--- src/rtl/i2cbm_pkg.sv ---
package i2cbm_pkg;
    localparam int unsigned BYTE_W        = 8;
    localparam int unsigned IDX_W         = 4;
    localparam int unsigned CMD_ACK_BIT   = 8;
    localparam int unsigned CMD_STOP_BIT  = 9;
    localparam int unsigned CMD_START_BIT = 10;
    localparam int unsigned STS_ACK_BIT   = 8;
    localparam int unsigned STS_BUSY_BIT  = 9;
    localparam int unsigned STS_RX_BIT    = 10;
    localparam int unsigned STS_PHASE_BIT = 11;
    localparam int unsigned STS_SCL_BIT   = 12;

    typedef enum logic [3:0] {
        ST_IDLE,
        ST_HOLD,
        ST_RS_LOW,
        ST_ST_HIGH,
        ST_ST_FALL,
        ST_BIT_LO,
        ST_BIT_HI,
        ST_SP_LOW,
        ST_SP_HIGH,
        ST_SP_RISE
    } bm_state_e;
endpackage

--- src/rtl/i2cbm_half_timer.sv ---
module i2cbm_half_timer #(
    parameter int unsigned HALF_CYC = 50
) (
    input  logic clk,
    input  logic rst_n,
    input  logic run,
    output logic tick
);
    localparam int unsigned CW = (HALF_CYC > 1) ? $clog2(HALF_CYC) : 1;
    localparam logic [CW-1:0] LAST = CW'(HALF_CYC - 1);

    logic [CW-1:0] cnt_q;

    always_ff @(posedge clk or negedge rst_n) begin
        if (!rst_n) begin
            cnt_q <= '0;
        end else if (!run || tick) begin
            cnt_q <= '0;
        end else begin
            cnt_q <= cnt_q + CW'(1);
        end
    end

    assign tick = run && (cnt_q == LAST);
endmodule

--- src/rtl/i2cbm_shifter.sv ---
module i2cbm_shifter
    import i2cbm_pkg::*;
(
    input  logic              clk,
    input  logic              rst_n,
    input  logic              load,
    input  logic [BYTE_W-1:0] tx_in,
    input  logic              step,
    input  logic              sda_s,
    output logic [IDX_W-1:0]  bit_idx,
    output logic              tx_bit,
    output logic [BYTE_W-1:0] rx_byte,
    output logic              ack_bit
);
    localparam logic [IDX_W-1:0] ACK_IDX = IDX_W'(BYTE_W);

    logic [BYTE_W-1:0] tx_q;
    logic [BYTE_W-1:0] rx_q;
    logic [IDX_W-1:0]  idx_q;
    logic              ack_q;

    always_ff @(posedge clk or negedge rst_n) begin
        if (!rst_n) begin
            tx_q  <= '0;
            rx_q  <= '0;
            idx_q <= '0;
            ack_q <= 1'b1;
        end else if (load) begin
            tx_q  <= tx_in;
            idx_q <= '0;
        end else if (step) begin
            if (idx_q < ACK_IDX) begin
                tx_q <= {tx_q[BYTE_W-2:0], 1'b0};
                rx_q <= {rx_q[BYTE_W-2:0], sda_s};
            end else begin
                ack_q <= sda_s;
            end
            idx_q <= idx_q + IDX_W'(1);
        end
    end

    assign bit_idx = idx_q;
    assign tx_bit  = tx_q[BYTE_W-1];
    assign rx_byte = rx_q;
    assign ack_bit = ack_q;


    idx_bound_chk: assert property (@(posedge clk) disable iff (!rst_n)
        step |-> (idx_q <= ACK_IDX));
endmodule

--- src/rtl/i2c_byte_master.sv ---
module i2c_byte_master
    import i2cbm_pkg::*;
#(
    parameter int unsigned HALF_CYC = 50
) (
    input  logic        clk,
    input  logic        rst_n,
    input  logic        bus_wr,
    input  logic        bus_sel,
    input  logic [15:0] bus_wdata,
    output logic [15:0] status,
    output logic        irq,
    output logic        scl_oe,
    input  logic        scl_in,
    output logic        sda_oe,
    input  logic        sda_in
);
    localparam logic [IDX_W-1:0] ACK_IDX = IDX_W'(BYTE_W);

    bm_state_e         state_q, state_d;
    logic              cmd_wr, icr_wr, w_start, w_stop;
    logic              in_phase, tick, step, last_bit, load;
    logic              ack_cmd_q, rw_q, addr_q, rx_mode_q, irq_q;
    logic              drive_low;
    logic [IDX_W-1:0]  bit_idx;
    logic              tx_bit, ack_bit;
    logic [BYTE_W-1:0] rx_byte;
    logic              unused_hi;

    assign unused_hi = &{1'b0, bus_wdata[15:11]};
    assign cmd_wr    = bus_wr && !bus_sel;
    assign icr_wr    = bus_wr && bus_sel && bus_wdata[0];
    assign w_start   = bus_wdata[CMD_START_BIT];
    assign w_stop    = bus_wdata[CMD_STOP_BIT];
    assign in_phase  = (state_q != ST_IDLE) && (state_q != ST_HOLD);
    assign step      = (state_q == ST_BIT_HI) && tick;
    assign last_bit  = (bit_idx == ACK_IDX);
    assign load      = cmd_wr && (((state_q == ST_IDLE) && w_start) ||
                                  ((state_q == ST_HOLD) && (w_start || !w_stop)));

    i2cbm_half_timer #(.HALF_CYC(HALF_CYC)) i_timer (
        .clk  (clk),
        .rst_n(rst_n),
        .run  (in_phase),
        .tick (tick)
    );

    i2cbm_shifter i_shift (
        .clk    (clk),
        .rst_n  (rst_n),
        .load   (load),
        .tx_in  (bus_wdata[BYTE_W-1:0]),
        .step   (step),
        .sda_s  (sda_in),
        .bit_idx(bit_idx),
        .tx_bit (tx_bit),
        .rx_byte(rx_byte),
        .ack_bit(ack_bit)
    );

    always_comb begin
        state_d = state_q;
        unique case (state_q)
            ST_IDLE:    if (cmd_wr && w_start) state_d = ST_ST_HIGH;
            ST_HOLD: begin
                if (cmd_wr) begin
                    if (w_start)     state_d = ST_RS_LOW;
                    else if (w_stop) state_d = ST_SP_LOW;
                    else             state_d = ST_BIT_LO;
                end
            end
            ST_RS_LOW:  if (tick) state_d = ST_ST_HIGH;
            ST_ST_HIGH: if (tick) state_d = ST_ST_FALL;
            ST_ST_FALL: if (tick) state_d = ST_BIT_LO;
            ST_BIT_LO:  if (tick) state_d = ST_BIT_HI;
            ST_BIT_HI:  if (tick) state_d = last_bit ? ST_HOLD : ST_BIT_LO;
            ST_SP_LOW:  if (tick) state_d = ST_SP_HIGH;
            ST_SP_HIGH: if (tick) state_d = ST_SP_RISE;
            ST_SP_RISE: if (tick) state_d = ST_IDLE;
            default:    state_d = ST_IDLE;
        endcase
    end

    always_ff @(posedge clk or negedge rst_n) begin
        if (!rst_n) state_q <= ST_IDLE;
        else        state_q <= state_d;
    end

    always_ff @(posedge clk or negedge rst_n) begin
        if (!rst_n) begin
            ack_cmd_q <= 1'b1;
            rw_q      <= 1'b0;
            addr_q    <= 1'b0;
            rx_mode_q <= 1'b0;
            irq_q     <= 1'b0;
        end else begin
            if (load) begin
                ack_cmd_q <= bus_wdata[CMD_ACK_BIT];
                rw_q      <= bus_wdata[0];
                if (w_start) begin
                    addr_q    <= 1'b1;
                    rx_mode_q <= 1'b0;
                end
            end else if (step && last_bit && addr_q) begin
                rx_mode_q <= rw_q && !sda_in;
                addr_q    <= 1'b0;
            end else if ((state_q == ST_SP_RISE) && tick) begin
                rx_mode_q <= 1'b0;
            end
            if (step && last_bit) irq_q <= 1'b1;
            else if (icr_wr)      irq_q <= 1'b0;
        end
    end

    assign drive_low = last_bit ? (rx_mode_q && !ack_cmd_q) : (!rx_mode_q && !tx_bit);

    always_comb begin
        scl_oe = 1'b0;
        sda_oe = 1'b0;
        unique case (state_q)
            ST_IDLE:    ;
            ST_HOLD:    scl_oe = 1'b1;
            ST_RS_LOW:  scl_oe = 1'b1;
            ST_ST_HIGH: ;
            ST_ST_FALL: sda_oe = 1'b1;
            ST_BIT_LO: begin scl_oe = 1'b1; sda_oe = drive_low; end
            ST_BIT_HI:  sda_oe = drive_low;
            ST_SP_LOW: begin scl_oe = 1'b1; sda_oe = 1'b1; end
            ST_SP_HIGH: sda_oe = 1'b1;
            ST_SP_RISE: ;
            default:    ;
        endcase
    end

    assign irq = irq_q;
    always_comb begin
        status                 = '0;
        status[BYTE_W-1:0]     = rx_byte;
        status[STS_ACK_BIT]    = ack_bit;
        status[STS_BUSY_BIT]   = (state_q != ST_IDLE);
        status[STS_RX_BIT]     = rx_mode_q;
        status[STS_PHASE_BIT]  = in_phase;
        status[STS_SCL_BIT]    = scl_in;
    end


    sda_steady_high_chk: assert property (@(posedge clk) disable iff (!rst_n)
        (state_q == ST_BIT_HI && $past(state_q) == ST_BIT_HI) |-> $stable(sda_oe));

    start_only_in_start_chk: assert property (@(posedge clk) disable iff (!rst_n)
        ($rose(sda_oe) && !scl_oe && $past(!scl_oe)) |-> (state_q == ST_ST_FALL));

    irq_after_ninth_chk: assert property (@(posedge clk) disable iff (!rst_n)
        $rose(irq) |-> $past(state_q == ST_BIT_HI && bit_idx == ACK_IDX));

    busy_cmd_ignored_chk: assert property (@(posedge clk) disable iff (!rst_n)
        (in_phase && cmd_wr && !tick) |=> $stable(bit_idx));

    rx_entry_chk: assert property (@(posedge clk) disable iff (!rst_n)
        $rose(rx_mode_q) |-> $past(rw_q && !sda_in));

    stop_frees_lines_chk: assert property (@(posedge clk) disable iff (!rst_n)
        $fell(status[STS_BUSY_BIT]) |-> (!scl_oe && !sda_oe));
endmodule

--- config.mk ---
export PLATFORM = sky130hd
export DESIGN_NAME = i2c_byte_master
export DESIGN_NICKNAME = d
export VERILOG_FILES = /design/src/rtl/i2cbm_pkg.sv /design/src/rtl/i2cbm_half_timer.sv /design/src/rtl/i2cbm_shifter.sv /design/src/rtl/i2c_byte_master.sv
export SDC_FILE = /design/constraint.sdc
export NUM_CORES = 1
export LEC_CHECK = 0
export ABC_AREA = 1
export BUFFER_PORTS_ARGS = -buffer_cell sky130_fd_sc_hd__buf_2
export CAP_MARGIN = 20
export CORE_MARGIN = 2
export CORE_UTILIZATION = 54
export CTS_CLUSTER_SIZE = 40
export DETAILED_ROUTE_END_ITERATION = 12
export PLACE_DENSITY = 0.79
export SLEW_MARGIN = 20
export SYNTH_ARGS = -nofsm -noshare
export SYNTH_HDL_FRONTEND = slang
export SYNTH_SLANG_ARGS = --single-unit
--- constraint.sdc ---
create_clock -name clk -period 1.5 [get_ports clk]
set_input_delay 0.225 -clock clk [delete_from_list [all_inputs] [get_ports clk]]
set_output_delay 0.225 -clock clk [all_outputs]
set_load 0.01 [all_outputs]
==> results.md <==
- Seq. cell area: 905.9 µm²
- Max incr delay on CP: 0.42 ns
- Static leakage: roughly 1.4 nW
- Power per cell area: between 1500 and 2000 mW/mm²
- CP bufs+invs: 3
- Post-synth cell types: 24
- Initial antenna violation count: 0
- TritonCTS Buffers: 5
- Num rows: 21
- Sequential share of power: around 36%
- Detailed Place HPWL: 2891 µm
- Vias: roughly 1,800
- CTS H-tree depth: 2
- Critical Path Fanout Max: 3
- Die width: roughly 64 µm
- Hold path depth: 3
- Cell Chain, Critical Path: inv_2, nand2_2, nor2_4, inv_1, nand2_1, nand3_1, o211ai_1, buf_2
- Dominant synthesized flop cell: dfrtp_1
- Final setup vio count: 6
- Fillers: ~230
- Failing checks: negative setup slack
- Warnings from Yosys: 0
- Fin worst setup slack: -0.2704 ns
- Post-Syn Area: 0.001926 mm²
- NetSw: ~0.0016 W
- CTS tree: built
- Fin. max-slew vios: 0
- Via density per instance: 5.131
- Gr usage total: 24.16%
- Number of synthesized flops with an enable pin: 0
- Synth async-reset ratio: 100.0%
- Antenna cell count: 0
- Core Region: roughly 0.0034 mm²
- Worst hold-check path type: in -> reg
- Total clock sinks: 36
- Finished Core Util: 75.86%
- Vias in the first global route: 1,789
- Gate power share: between 50 and 60%
- Initial core utilization: 56.81%
- M3 GR Usage: between 6 and 7%
- Peak supply drop: around 1200 µV
- CTS Buffer Depth: 2
- Post-Place Cells: around 330
- Worst hold margin: a little over 0.05 ns
- R2r worst-path depth: 11
- I/O pin cnt: between 40 and 50
- Drt pass-1 iters: 4
- IO Port Bufs: 30
- CP max stage cell: dfrtp_1
- CP Capture Type: primary output
- Root Buffer: clkbuf_4
- Initial detailed-routing violation count: about 120
- GRT Max-Usage Layer: met2
- Antenna viol nets, final: 0
- Crit start category: flip-flop
- # nets final: 337
- Clk network pwr share: between 10% and 20%
- Max Clock Skew: 0.01084 ns
- Tot Pwr: approximately 0.0039 W
- Outcome: finished with violations
- Period Utilization, post-route: 118.0%
- RSZ-0062 raised after global routing: yes
- Grt ovf: 0
- Largest net degree at the start of global routing: 22
- Die ar.: roughly 0.004 mm²
- Multi-input logic area: slightly above 900 µm²
- Crit path time final: 1.770 ns
- Post-Layout Cell Count: about 360
- Routing usage on met2: about two fifths
- Switching fraction of total power: slightly above 40%
- Drt wl/cell: about 13 µm
- Maximum Capacitance Violations: 0
- Grt met1 use: a little under a third
- Final Hold Fails: 0
- Internal: around 0.0023 W
- RePlAce Congestion: approximately 0.88
- Worst-path clk slew: 0.11 ns
- Synthesized area per cell: about 7.9 µm²
- Share of layout cells above drive strength 1: about two fifths
- Fmax: ~560 MHz
- Clock Latency Late Sink: 0.36 ns
- Syn Inst Count: ~240
- Critical path class: reg -> out
- Total routed wirelength: 4566 µm
- Remaining DRCs: 0
- CP required: between 1 and 1.5 ns
- Cell family with most CP delay: flip-flops
- FF+latch count, synth: 36
- Die Span Y: between 60 and 70 µm
- Seq/Total Area, Yosys: ~47%
- Critical Path Stages: 8
- Area grow syn2layout: 33.53%
- Global-route wire length before repair: roughly 7600 µm
- CP Data Arrival Time: 1.55 ns
[power groups by stage]
stage	clock [W]	combinational (W)	sequential [W]
2_1_floorplan	0	0.000937	0.00135
3_3_place_gp	0	0.00134	0.00136
3_5_place_dp	0	0.00137	0.00137
4_1_cts	0.000540	0.00166	0.00136
5_1_grt	0.000598	0.00215	0.00141
6_report	0.000532	0.00195	0.00139
[synthesized netlist by cell type (3+ instances only)]
library cell | number | share of area [%]
buf_4 | 7 | 2.7
dfrtp_1 | 34 | 44
ha_1 | 4 | 2.6
inv_1 | 25 | 4.9
inv_2 | 4 | 0.78
nand2_1 | 74 | 14
nand2_2 | 3 | 0.97
nand3_1 | 34 | 8.8
nand4_1 | 4 | 1.3
nor2_1 | 14 | 2.7
nor2_4 | 4 | 2.3
o21ai_0 | 17 | 4.4
xor2_1 | 4 | 1.8
[layout make-up]
class,instances,share of cell area (%)
flip-flops and latches,36,35.23
multi-input cells,169,36.30
clock inverters,3,0.7299
well taps,46,2.238
inverters,30,4.769
repair buffers,69,19.27
clock buffers,5,1.460
[flip-flops by register name (all words and copies together), names as in the netlist]
register,flops
i_shift.rx_byte,8
i_shift.tx_q,8
i_timer.cnt_q,6
i_shift.bit_idx,4
state_q,4
ack_cmd_q,1
addr_q,1
i_shift.ack_bit,1
irq,1
rw_q,1
rx_mode_q,1
[per-layer routing]
| metal | up-vias | part of all wire (%) |
|---|---|---|
| li1 | 906 | - |
| met1 | 861 | 42 |
| met2 | 57 | 51 |
| met3 | 13 | 5.3 |
| met4 | 0 | 2.3 |
| met5 | - | 0 |
[path summary, 6_finish.rpt]
check                              from         endpoint  slack [ns]
max                          state_q[0]           sda_oe       -0.27
min in group asynchronous         rst_n  i_shift.tx_q[2]        0.29
min                        bus_wdata[8]        ack_cmd_q        0.05
max in group asynchronous         rst_n  i_shift.ack_bit        0.70
max reg2reg                  state_q[3]       state_q[1]       -0.09
min reg2reg                   ack_cmd_q        ack_cmd_q        0.47
[cells in the final DEF (no fill, tap or decap)]
cell,count
nor2_1,11
nand2_1,64
dlygate4sd3_1,1
dfrtp_2,2
nand2_4,5
nand3_1,31
inv_1,17
nand3_2,2
o21ai_0,11
a21oi_1,1
clkinv_4,1
inv_6,1
nor2_4,4
nor2_2,3
dfstp_2,2
clkbuf_4,5
dfrtp_1,32
inv_2,10
nor3_4,1
nor3_1,1
buf_2,29
o221ai_1,1
nand3_4,2
o211ai_1,1
nand4_1,4
buf_12,2
buf_6,6
ha_4,1
xor2_1,4
nand2_2,8
inv_4,2
ha_1,3
buf_4,31
clkinv_2,2
conb_1,3
o21ai_1,8
[worst register-to-register path, cell delays in order (launching register included)]
cell and delay [ns]:
dfrtp_1 0.42, buf_4 0.15, nor2_4 0.10, buf_6 0.11, nand2_2 0.05, buf_4 0.13
buf_4 0.12, buf_4 0.12, buf_4 0.12, nand3_1 0.09, nand2_1 0.06, nand2_1 0.05
[timing repair]
item / in CTS / in global routing
cloned: 0 / 0
hold buffers: 1 / 0
setup buffers: 13 / 6
hold endpoints to repair: 14 / 0
pin swaps: 9 / 9
endpoints found under the setup margin: 2 / 24
resized for setup: 23 / 28
[kinds of logic (layout without fill, tap and decap cells)]
family / Yosys count / in the layout / share of synthesized area (%)
buf+inv: 41 / 107 / 10.40
fa+ha+maj: 4 / 4 / 2.599
flops: 36 / 36 / 46.91
simple gates: 136 / 136 / 32.03
xor+xnor: 4 / 4 / 1.819
compound gates: 22 / 22 / 6.043
other cells: 1 / 3 / 0.1947
[per-stage QoR]
stage                     setup TNS [ns]  worst slack, ns  cell area [µm²]
after floorplan                        0           0.1335             1933
after global placement                 0          0.01512             2231
after detailed placement       -0.005896        -0.005896             2231
after CTS                        -0.3746          -0.2233             2452
after global routing              -1.755          -0.3645             2571
final                            -0.7357          -0.2704             2571
(Power assumes the default switching activity.)
